## src/rtl/xlate_pkg.sv

```systemverilog
`timescale 1ns/1ps
package xlate_pkg;

  localparam int SEL_W   = 2;
  localparam int NUM_SEG = 2;
  localparam int NUM_REG = 2 * NUM_SEG;

  // register index = segment * 2 + (0 base / 1 bound)
  typedef enum logic [SEL_W-1:0] {
    SEL_PRG_BASE  = 2'd0,
    SEL_PRG_BOUND = 2'd1,
    SEL_DAT_BASE  = 2'd2,
    SEL_DAT_BOUND = 2'd3
  } regSel_e;

  typedef struct packed {
    logic [NUM_REG-1:0] wrStrobe;
    logic               userWr;
  } ctrlStrobes_t;

endpackage

```

## src/rtl/xlate_ctrl.sv

```systemverilog
`timescale 1ns/1ps
module xlate_ctrl
  import xlate_pkg::*;
(
  input  logic                clk,
  input  logic                rstN,
  input  logic                supMode,
  input  logic                regWrEn,
  input  logic [SEL_W-1:0]    regWrSel,
  output ctrlStrobes_t        strobes,
  output logic                privErr
);

  always_comb begin
    strobes.wrStrobe = '0;
    strobes.userWr   = regWrEn & ~supMode;
    if (regWrEn && supMode) begin
      strobes.wrStrobe[regWrSel] = 1'b1;
    end
  end

  always_ff @(posedge clk or negedge rstN) begin
    if (!rstN) begin
      privErr <= 1'b0;
    end else begin
      privErr <= strobes.userWr;
    end
  end

endmodule

```

## src/rtl/seg_chan.sv

```systemverilog
`timescale 1ns/1ps
module seg_chan #(
  parameter int ADDR_W = 32
) (
  input  logic              clk,
  input  logic              rstN,
  input  logic [ADDR_W-1:0] baseVal,
  input  logic [ADDR_W-1:0] boundVal,
  input  logic              accValid,
  input  logic [ADDR_W-1:0] accAddr,
  output logic [ADDR_W-1:0] physAddr,
  output logic              accOk,
  output logic              faultQ
);

  logic viol;

  always_comb begin
    viol     = (accAddr >= boundVal);
    physAddr = viol ? '0 : (baseVal + accAddr);
    accOk    = accValid & ~viol;
  end

  always_ff @(posedge clk or negedge rstN) begin
    if (!rstN) begin
      faultQ <= 1'b0;
    end else begin
      faultQ <= accValid & viol;
    end
  end

endmodule

```

## src/rtl/xlate_dp.sv

```systemverilog
`timescale 1ns/1ps
module xlate_dp
  import xlate_pkg::*;
#(
  parameter int ADDR_W = 32
) (
  input  logic                            clk,
  input  logic                            rstN,
  input  ctrlStrobes_t                    strobes,
  input  logic [ADDR_W-1:0]               wrData,
  input  logic [NUM_SEG-1:0]              accValid,
  input  logic [NUM_SEG-1:0][ADDR_W-1:0]  accAddr,
  output logic [NUM_SEG-1:0][ADDR_W-1:0]  physAddr,
  output logic [NUM_SEG-1:0]              accOk,
  output logic [NUM_SEG-1:0]              faultQ
);

  logic [NUM_SEG-1:0][ADDR_W-1:0] baseQ;
  logic [NUM_SEG-1:0][ADDR_W-1:0] boundQ;

  for (genvar s = 0; s < NUM_SEG; s++) begin : g_seg
    always_ff @(posedge clk or negedge rstN) begin
      if (!rstN) begin
        baseQ[s]  <= '0;
        boundQ[s] <= '0;
      end else begin
        if (strobes.wrStrobe[2*s])   baseQ[s]  <= wrData;
        if (strobes.wrStrobe[2*s+1]) boundQ[s] <= wrData;
      end
    end

    seg_chan #(.ADDR_W(ADDR_W)) u_chan (
      .clk      (clk),
      .rstN     (rstN),
      .baseVal  (baseQ[s]),
      .boundVal (boundQ[s]),
      .accValid (accValid[s]),
      .accAddr  (accAddr[s]),
      .physAddr (physAddr[s]),
      .accOk    (accOk[s]),
      .faultQ   (faultQ[s])
    );
  end

endmodule

```

## src/rtl/dual_seg_xlate.sv

```systemverilog
`timescale 1ns/1ps
module dual_seg_xlate
  import xlate_pkg::*;
#(
  parameter int ADDR_W = 32
) (
  input  logic              clk,
  input  logic              rstN,
  input  logic              supMode,
  input  logic              regWrEn,
  input  logic [SEL_W-1:0]  regWrSel,
  input  logic [ADDR_W-1:0] regWrData,
  input  logic              fetchValid,
  input  logic [ADDR_W-1:0] fetchAddr,
  output logic [ADDR_W-1:0] fetchPhys,
  output logic              fetchOk,
  output logic              fetchFault,
  input  logic              dataValid,
  input  logic [ADDR_W-1:0] dataAddr,
  output logic [ADDR_W-1:0] dataPhys,
  output logic              dataOk,
  output logic              dataFault,
  output logic              privErr
);

  localparam int SEG_PRG = 0;
  localparam int SEG_DAT = 1;

  ctrlStrobes_t                   strobes;
  logic [NUM_SEG-1:0]             accValid;
  logic [NUM_SEG-1:0][ADDR_W-1:0] accAddr;
  logic [NUM_SEG-1:0][ADDR_W-1:0] physAddr;
  logic [NUM_SEG-1:0]             accOk;
  logic [NUM_SEG-1:0]             faultQ;

  assign accValid[SEG_PRG] = fetchValid;
  assign accValid[SEG_DAT] = dataValid;
  assign accAddr[SEG_PRG]  = fetchAddr;
  assign accAddr[SEG_DAT]  = dataAddr;

  xlate_ctrl u_ctrl (
    .clk      (clk),
    .rstN     (rstN),
    .supMode  (supMode),
    .regWrEn  (regWrEn),
    .regWrSel (regWrSel),
    .strobes  (strobes),
    .privErr  (privErr)
  );

  xlate_dp #(.ADDR_W(ADDR_W)) u_dp (
    .clk      (clk),
    .rstN     (rstN),
    .strobes  (strobes),
    .wrData   (regWrData),
    .accValid (accValid),
    .accAddr  (accAddr),
    .physAddr (physAddr),
    .accOk    (accOk),
    .faultQ   (faultQ)
  );

  assign fetchPhys  = physAddr[SEG_PRG];
  assign fetchOk    = accOk[SEG_PRG];
  assign fetchFault = faultQ[SEG_PRG];
  assign dataPhys   = physAddr[SEG_DAT];
  assign dataOk     = accOk[SEG_DAT];
  assign dataFault  = faultQ[SEG_DAT];

endmodule

```

## config.mk

```make
export PLATFORM = sky130hd
export DESIGN_NAME = dual_seg_xlate
export DESIGN_NICKNAME = d
export VERILOG_FILES = /design/src/rtl/xlate_pkg.sv /design/src/rtl/xlate_ctrl.sv /design/src/rtl/seg_chan.sv /design/src/rtl/xlate_dp.sv /design/src/rtl/dual_seg_xlate.sv
export SDC_FILE = /design/constraint.sdc
export NUM_CORES = 1
export LEC_CHECK = 0
export CAP_MARGIN = 40
export CORE_UTILIZATION = 30
export CTS_CLUSTER_DIAMETER = 150
export CTS_CLUSTER_SIZE = 12
export DETAILED_ROUTE_END_ITERATION = 12
export DONT_BUFFER_PORTS = 1
export GPL_ROUTABILITY_DRIVEN = 0
export HOLD_SLACK_MARGIN = 0.03
export SYNTH_ARGS = -nofsm -noshare
export SYNTH_HDL_FRONTEND = slang
export SYNTH_SLANG_ARGS = --single-unit
```

## constraint.sdc

```tcl
create_clock -name clk -period 5.2 [get_ports clk]
set_input_delay 1.04 -clock clk [delete_from_list [all_inputs] [get_ports clk]]
set_output_delay 1.04 -clock clk [all_outputs]
set_load 0.005 [all_outputs]
```

==> out/qor.csv, run 1 <==
metric,value,unit
status,"complete, no violations",
swShare,0.3681,
clkLatencyLatePin,420,ps
reg2reg_from,u_dp.boundQ[29]$_DFFE_PN0P_,
synth_area_leaders,"dfrtp_1, ha_1, mux2_2",
grt_pass1_vias,7731,
hold_class,primary input to asynchronous set/reset pin,
p_int,0.002832,W
drt-initial-drc-count,397,
vias,7677,
synth.distinct_cells,69,
die_h,184.4,µm
p_sw,0.001650,W
clock.fmax,199.3,MHz
cts_root_buf,clkbuf_16,
finalSetupViolations,0,
path_max_fanout,5,
hold_violations,0,
synth_fa_ha_area_frac,0.1619,
wl,27.33,mm
cts_inserted_buffers,17,
synthSimpleGateAreaFrac,0.1145,
worstRegToRegCells,10,
synth_edf_count,0,
power.leakage,5.182,nW
antenna_found_initial,0,
p_seq_frac,0.304,
die_area,34020,µm²
start_util,0.3061,
timing.final.crit_period,5017,ps
area_growth,11.62,%
fin_worst_skew,7.689,ps
cts_buffer_depth,2,
netlist_top_cells_count,"dfrtp_1, mux2_2, ha_1",
crit_path_end_kind,primary output,
syn-cell-area,9986,µm²
ctsResizeCount,0,
p_clk_frac,0.272,
synth_top_family_by_area,compound AO/OA/AOI/OAI gates,
cp-startpoint,dataAddr[0],
synth_fp_nets,1269,
crit_arrival,3980,ps
antenna_cells,0,
cp.required,4160,ps
coreArea,32620,µm²
yosys_warnings,0,
die_w,184.4,µm
cp-start-kind,primary input,
synth_top_area_share,0.3283,
nets,1269,
async_flop_share,1.000,
num_rows,66,
drt-wirelength-per-cell,18.32,µm
syn_avg_cell_area,9.630,µm²
gr-total-overflow,0,
cts-hold-fix-buffers,0,
power_frac_comb,0.423,
n_fill_cell,3324,
rr_endpoint,u_dp.g_seg[0].u_chan.faultQ$_DFF_PN0_,
synth_most_common_cell,dfrtp_1,
drtAntennaViolNets,0,
rsz0062_at_grt,no,
synth_compound_area_frac,0.1709,
synth_ff_type,dfrtp_1,
post-route-period-util,0.9649,
cts_tree,yes,
drv_cap,0,
synth-seq-cells,131,
layout-drive-gt1-share,0.1838,
synthCells,1037,
worstMarginPinSlew,628.4,ps
htreeDepth,4,
slew_headroom,0.5755,
maxSlewViolCount,0,
clkSinkCount,131,
drt_pass1_iterations,5,
rrSetupSlack,2550,ps
grt_usage,0.1634,
cellPowerDensity,402.1,nW/µm²
ir_drop,0.0002732,V
path_clk_slew,60,ps
via_per_inst,5.145,
ios,173,
yosysSeqAreaShare,0.3283,
grt_max_degree,132,
portBuffers,0,
fin_hold_ws,310.8,ps
route.detailed.drc,0,
post-dp-hpwl,21.75,mm
fin_tns_setup,0,ps
cts_setup_buffers,0,
crit_end,dataPhys[28],
synth_mux_area_frac,0.1443,
grt_pass1_wl,42.39,mm
synth_xor_area_frac,0.03245,
synth_area_leader_cell,dfrtp_1,
critPathKind,primary input to primary output,
## area by class of cell
| type | count | area, µm² | share of cell area |
|---|---|---|---|
| clock buffer | 20 | 466.7 | 0.04187 |
| clock inverter | 12 | 131.4 | 0.01179 |
| inverter | 94 | 352.8 | 0.03166 |
| multi-input combinational | 782 | 6248 | 0.5606 |
| sequential | 131 | 3278 | 0.2941 |
| tap | 442 | 553.0 | 0.04962 |
| timing repair buffer | 11 | 115.1 | 0.01033 |
## cells in the final DEF (no fill, tap or decap), drive strengths merged, types with 3 or more instances in the layout
master	Yosys	layout
nand4	19	19
xnor2	18	18
nor3	24	24
or2	4	4
and3	11	11
o21ai	48	48
nor2	87	87
a21oi	65	65
clkinvlp	0	4
xor2	19	19
and2	5	5
clkinv	0	6
o31ai	4	4
mux2	128	128
o211ai	10	10
o21bai	6	6
a211oi	18	18
buf	7	11
a31oi	9	9
ha	126	126
nor3b	3	3
or3	4	4
clkbuf	23	20
dfrtp	131	131
a21o	46	46
inv	94	94
nand2b	4	4
a2111oi	6	6
nand3	11	11
a211o	4	4
a311oi	4	4
o21a	10	10
nand2	50	50
nor2b	9	9
and4	4	4
## metal layers
layer,GRT usage,wire (µm),share of wire,vias to the layer above
met4,0.02700,193,0.0071,0
met1,0.1896,11230,0.41,3701
met5,0,0,0,-
li1,-,-,-,3749
met2,0.2827,13310,0.49,212
met3,0.06777,2592,0.095,15
## worst min path at each step
stage	startpoint	to	slack, ps	depth (start not counted)
floorplan	u_dp.boundQ[63]$_DFFE_PN0P_	u_dp.boundQ[63]$_DFFE_PN0P_	480	1
detailed placement	u_dp.boundQ[24]$_DFFE_PN0P_	u_dp.boundQ[24]$_DFFE_PN0P_	490	1
global placement	u_dp.boundQ[52]$_DFFE_PN0P_	u_dp.boundQ[52]$_DFFE_PN0P_	490	1
finish	rstN	u_dp.baseQ[1]$_DFFE_PN0P_	310	0
CTS	rstN	u_dp.baseQ[1]$_DFFE_PN0P_	290	0
global route	rstN	u_dp.baseQ[1]$_DFFE_PN0P_	280	0
## logic make-up (layout without fill, tap and decap cells)
| logic type | Yosys count | after routing |
|---|---|---|
| buffers and inverters | 124 | 137 |
| AND/OR/NAND/NOR | 240 | 240 |
| XOR/XNOR | 37 | 37 |
| adder cells (fa/ha/maj) | 128 | 128 |
| AO/OA/AOI/OAI | 249 | 249 |
| flip-flops | 131 | 131 |
| multiplexers | 128 | 128 |
## stage by stage
stage | power, W | instance area [µm²] | utilization | setup slack [ps] | cells
after floorplan | 0.002827 | 9986 | - | 854.3 | 1037
after global routing | 0.004821 | 11150 | 0.3417 | 39.14 | 1492
after global placement | 0.003224 | 10510 | 0.3223 | 243.0 | 1458
after detailed placement | 0.003278 | 10550 | 0.3234 | 242.0 | 1460
after CTS | 0.004531 | 11150 | 0.3417 | 220.9 | 1492
final | 0.004482 | 11150 | 0.3417 | 182.6 | 1492
## critical path: stages
cell	delay, ps
ha_1	180
inv_1	70
fa_1	380
and2b_1	240
o2111ai_1	170
a31oi_1	390
a41oi_1	370
o211ai_1	470
and3b_1	290
o21ai_1	90
mux2_2	300
## flip-flops by register name, indices dropped and copies added, names as in the netlist
register	cells
u_dp.baseQ	64
u_dp.boundQ	64
u_dp.g_seg.u_chan.faultQ	2
u_ctrl.privErr	1
## power by group through the flow
stage	logic [W]	clock network, W	registers (W)
6_report	0.00190	0.00122	0.00136
3_3_place_gp	0.00185	0	0.00138
4_1_cts	0.00191	0.00126	0.00137
3_5_place_dp	0.00189	0	0.00138
2_1_floorplan	0.00149	0	0.00134
5_1_grt	0.00213	0.00130	0.00139
(Power assumes the default switching activity.)
==> inputs of run 2 (changes only) <==
--- a/config.mk
+++ b/config.mk
@@ -6,6 +6,7 @@
 export NUM_CORES = 1
 export LEC_CHECK = 0
 export CAP_MARGIN = 40
+export CORE_MARGIN = 5
 export CORE_UTILIZATION = 30
 export CTS_CLUSTER_DIAMETER = 150
 export CTS_CLUSTER_SIZE = 12
==> run 2 against run 1 <==
  * Core utilization is 0.23 points lower
  * Final area is 0.43% lower
  * Cell count hardly changed
  * Sequential share of layout area increased by 0.13 points
  * Global-route usage decreased by 1.1 points
  * Die area grew 8.9%
  * Sequential cell count stayed put
  * Register-to-register slack lost 100 ps
  * Highest routed layer is now met5
==> out/qor.csv, run 2 (synthesis gave the netlist of run 1 again) <==
metric,value,unit,change
status,"complete, no violations",,unchanged
reg2reg_from,u_dp.boundQ[45]$_DFFE_PN0P_,,was u_dp.boundQ[29]$_DFFE_PN0P_
power.leakage,5.159,nW,was 5.182 nW
drv_cap,0,,unchanged
path_cells,ha_1 -> inv_1 -> fa_1 -> and2b_1 -> o2111ai_1 -> a31oi_1 -> a41oi_1 -> o22ai_1 -> o211ai_1 -> nand3_1 -> nor3b_1,,was ha_1 -> inv_1 -> fa_1 -> and2b_1 -> o2111ai_1 -> a31oi_1 -> a41oi_1 -> o211ai_1 -> and3b_1 -> o21ai_1 -> mux2_2
portBuffers,0,,unchanged
dpl.cell_count,1459,,was 1460
htreeDepth,4,,unchanged
drt_pass1_iterations,5,,unchanged
p_int,0.002747,W,was 0.002832 W
ios,173,,unchanged
vias,7698,,was 7677
antenna_cells,0,,unchanged
cp-start-kind,primary input,,unchanged
grt_pass1_vias,7803,,was 7731
cp-startpoint,dataAddr[0],,unchanged
cts_root_buf,clkbuf_16,,unchanged
antenna_found_initial,1,,was 0
final_common_cell,dfrtp_1,,unchanged
grt_max_degree,132,,unchanged
p_seq_frac,0.308,,was 0.304
swShare,0.3782,,was 0.3681
wl,27.97,mm,was 27.33 mm
fin_tns_setup,0,ps,unchanged
gr-total-overflow,0,,unchanged
ctsResizeCount,0,,unchanged
die_h,192.4,µm,was 184.4 µm
drt-wirelength-per-cell,18.76,µm,was 18.32 µm
cellPowerDensity,398.0,nW/µm²,was 402.1 nW/µm²
cp.required,4160,ps,about the same
coreArea,32700,µm²,was 32620 µm²
clkLatencyLatePin,430,ps,was 420 ps
finalSetupViolations,0,,unchanged
hold_violations,0,,unchanged
post-dp-hpwl,22.64,mm,was 21.75 mm
top_regs,"u_dp.baseQ x64, u_dp.boundQ x64, u_dp.g_seg.u_chan.faultQ x2",,unchanged
drt-initial-drc-count,430,,was 397
cp_slowest_cell,o22ai_1,,was o211ai_1
clock.fmax,201.4,MHz,was 199.3 MHz
start_util,0.3054,,was 0.3061
place_area,10540,µm²,was 10550 µm²
slew_headroom,0.4555,,was 0.5755
fin_cells,1491,,was 1492
clkSinkCount,131,,unchanged
path_max_fanout,5,,unchanged
worstMarginPinSlew,796.2,ps,was 628.4 ps
hold_class,primary input to asynchronous set/reset pin,,unchanged
cts-hold-fix-buffers,0,,unchanged
critPathKind,primary input to primary output,,unchanged
ir_drop,0.0002401,V,was 0.0002732 V
nets,1268,,was 1269
cts_inserted_buffers,17,,unchanged
die_area,37040,µm²,was 34020 µm²
via_per_inst,5.163,,was 5.145
path_clk_slew,60,ps,about the same
power_frac_comb,0.433,,was 0.423
crit_path_end_kind,primary output,,unchanged
p_clk_frac,0.259,,was 0.272
cts_buffer_depth,2,,unchanged
drtAntennaViolNets,0,,unchanged
p_sw,0.001671,W,was 0.001650 W
rsz0062_at_grt,no,,unchanged
timing.final.crit_period,4966,ps,was 5017 ps
crit_arrival,3930,ps,was 3980 ps
num_rows,66,,unchanged
post-route-period-util,0.9549,,was 0.9649
final_cell_area,11100,µm²,was 11150 µm²
slowest_delay,480,ps,was 470 ps
fin_worst_skew,13.01,ps,was 7.689 ps
grt_usage,0.1519,,was 0.1634
maxSlewViolCount,0,,unchanged
area_growth,11.14,%,was 11.62%
route.detailed.drc,0,,unchanged
cts_tree,yes,,unchanged
finalWorstSetupSlack,234.3,ps,was 182.6 ps
die_w,192.4,µm,was 184.4 µm
place_ws,286.5,ps,was 242.0 ps
grt_pass1_wl,43.67,mm,was 42.39 mm
layout-drive-gt1-share,0.1830,,was 0.1838
cts_setup_buffers,0,,unchanged
mostFrequentLayoutCells,"dfrtp_1, mux2_2, ha_1",,unchanged
## run 2: cell types whose count changed in the layout (fill, tap and decap cells not counted), sizes merged
cell / delta
inv: +3
buf: -1
clkinv: +1
bufinv: -1
clkbuf: -3
## run 2: power groups by stage
stage	sequential, W	combinational [W]	clock [W]
after detailed placement	0.00138	0.00191	0
after CTS	0.00136	0.00192	0.00118
after global placement	0.00137	0.00186	0
after global routing	0.00139	0.00215	0.00123
final	0.00136	0.00191	0.00114
after floorplan	0.00134	0.00149	0
## run 2: area by class of cell
type | count | area (µm²)
Clock buffer | 17 | 425.4
Clock inverter | 15 | 132.6
Fill cell | 3362 | 21600
Inverter | 94 | 352.8
Multi-Input combinational cell | 782 | 6248
Sequential cell | 131 | 3278
Tap cell | 442 | 553.0
Timing Repair Buffer | 10 | 107.6
## run 2: critical path, delay by kind of cell
kind / cells / cell delay (ps)
AND/OR/NAND/NOR: 3 / 650
buffers and inverters: 1 / 70
AO/OA/AOI/OAI: 5 / 1620
adder cells (fa/ha/maj): 2 / 550
## run 2: worst paths after layout
check / endpoint / slack (ps) / cells after the start
worst max-delay path: dataPhys[30] / 230 / 11
worst min-delay path: u_dp.baseQ[1]$_DFFE_PN0P_ / 300 / 0
worst max register to register: u_dp.g_seg[1].u_chan.faultQ$_DFF_PN0_ / 2450 / 9
worst min register to register: u_dp.boundQ[43]$_DFFE_PN0P_ / 500 / 1
max in group asynchronous: u_dp.boundQ[22]$_DFFE_PN0P_ / 4640 / 0
min in group clk: u_dp.boundQ[43]$_DFFE_PN0P_ / 500 / 1
## run 2: through the flow
stage / utilization / power [W] / hold WS [ps]
2_1_floorplan: - / 0.002827 / 479.4
3_5_place_dp: 0.3223 / 0.003292 / 493.0
5_1_grt: 0.3394 / 0.004766 / 273.3
3_3_place_gp: 0.3215 / 0.003235 / 486.8
4_1_cts: 0.3394 / 0.004472 / 271.3
6_report: 0.3394 / 0.004418 / 304.7
## run 2: per-layer routing
layer / share of wire / vias up / global-route usage
li1: - / 3764 / -
met1: 0.41 / 3715 / 0.1795
met2: 0.49 / 193 / 0.2581
met3: 0.093 / 24 / 0.06494
met4: 0.0095 / 2 / 0.03182
met5: 0.00046 / - / 0
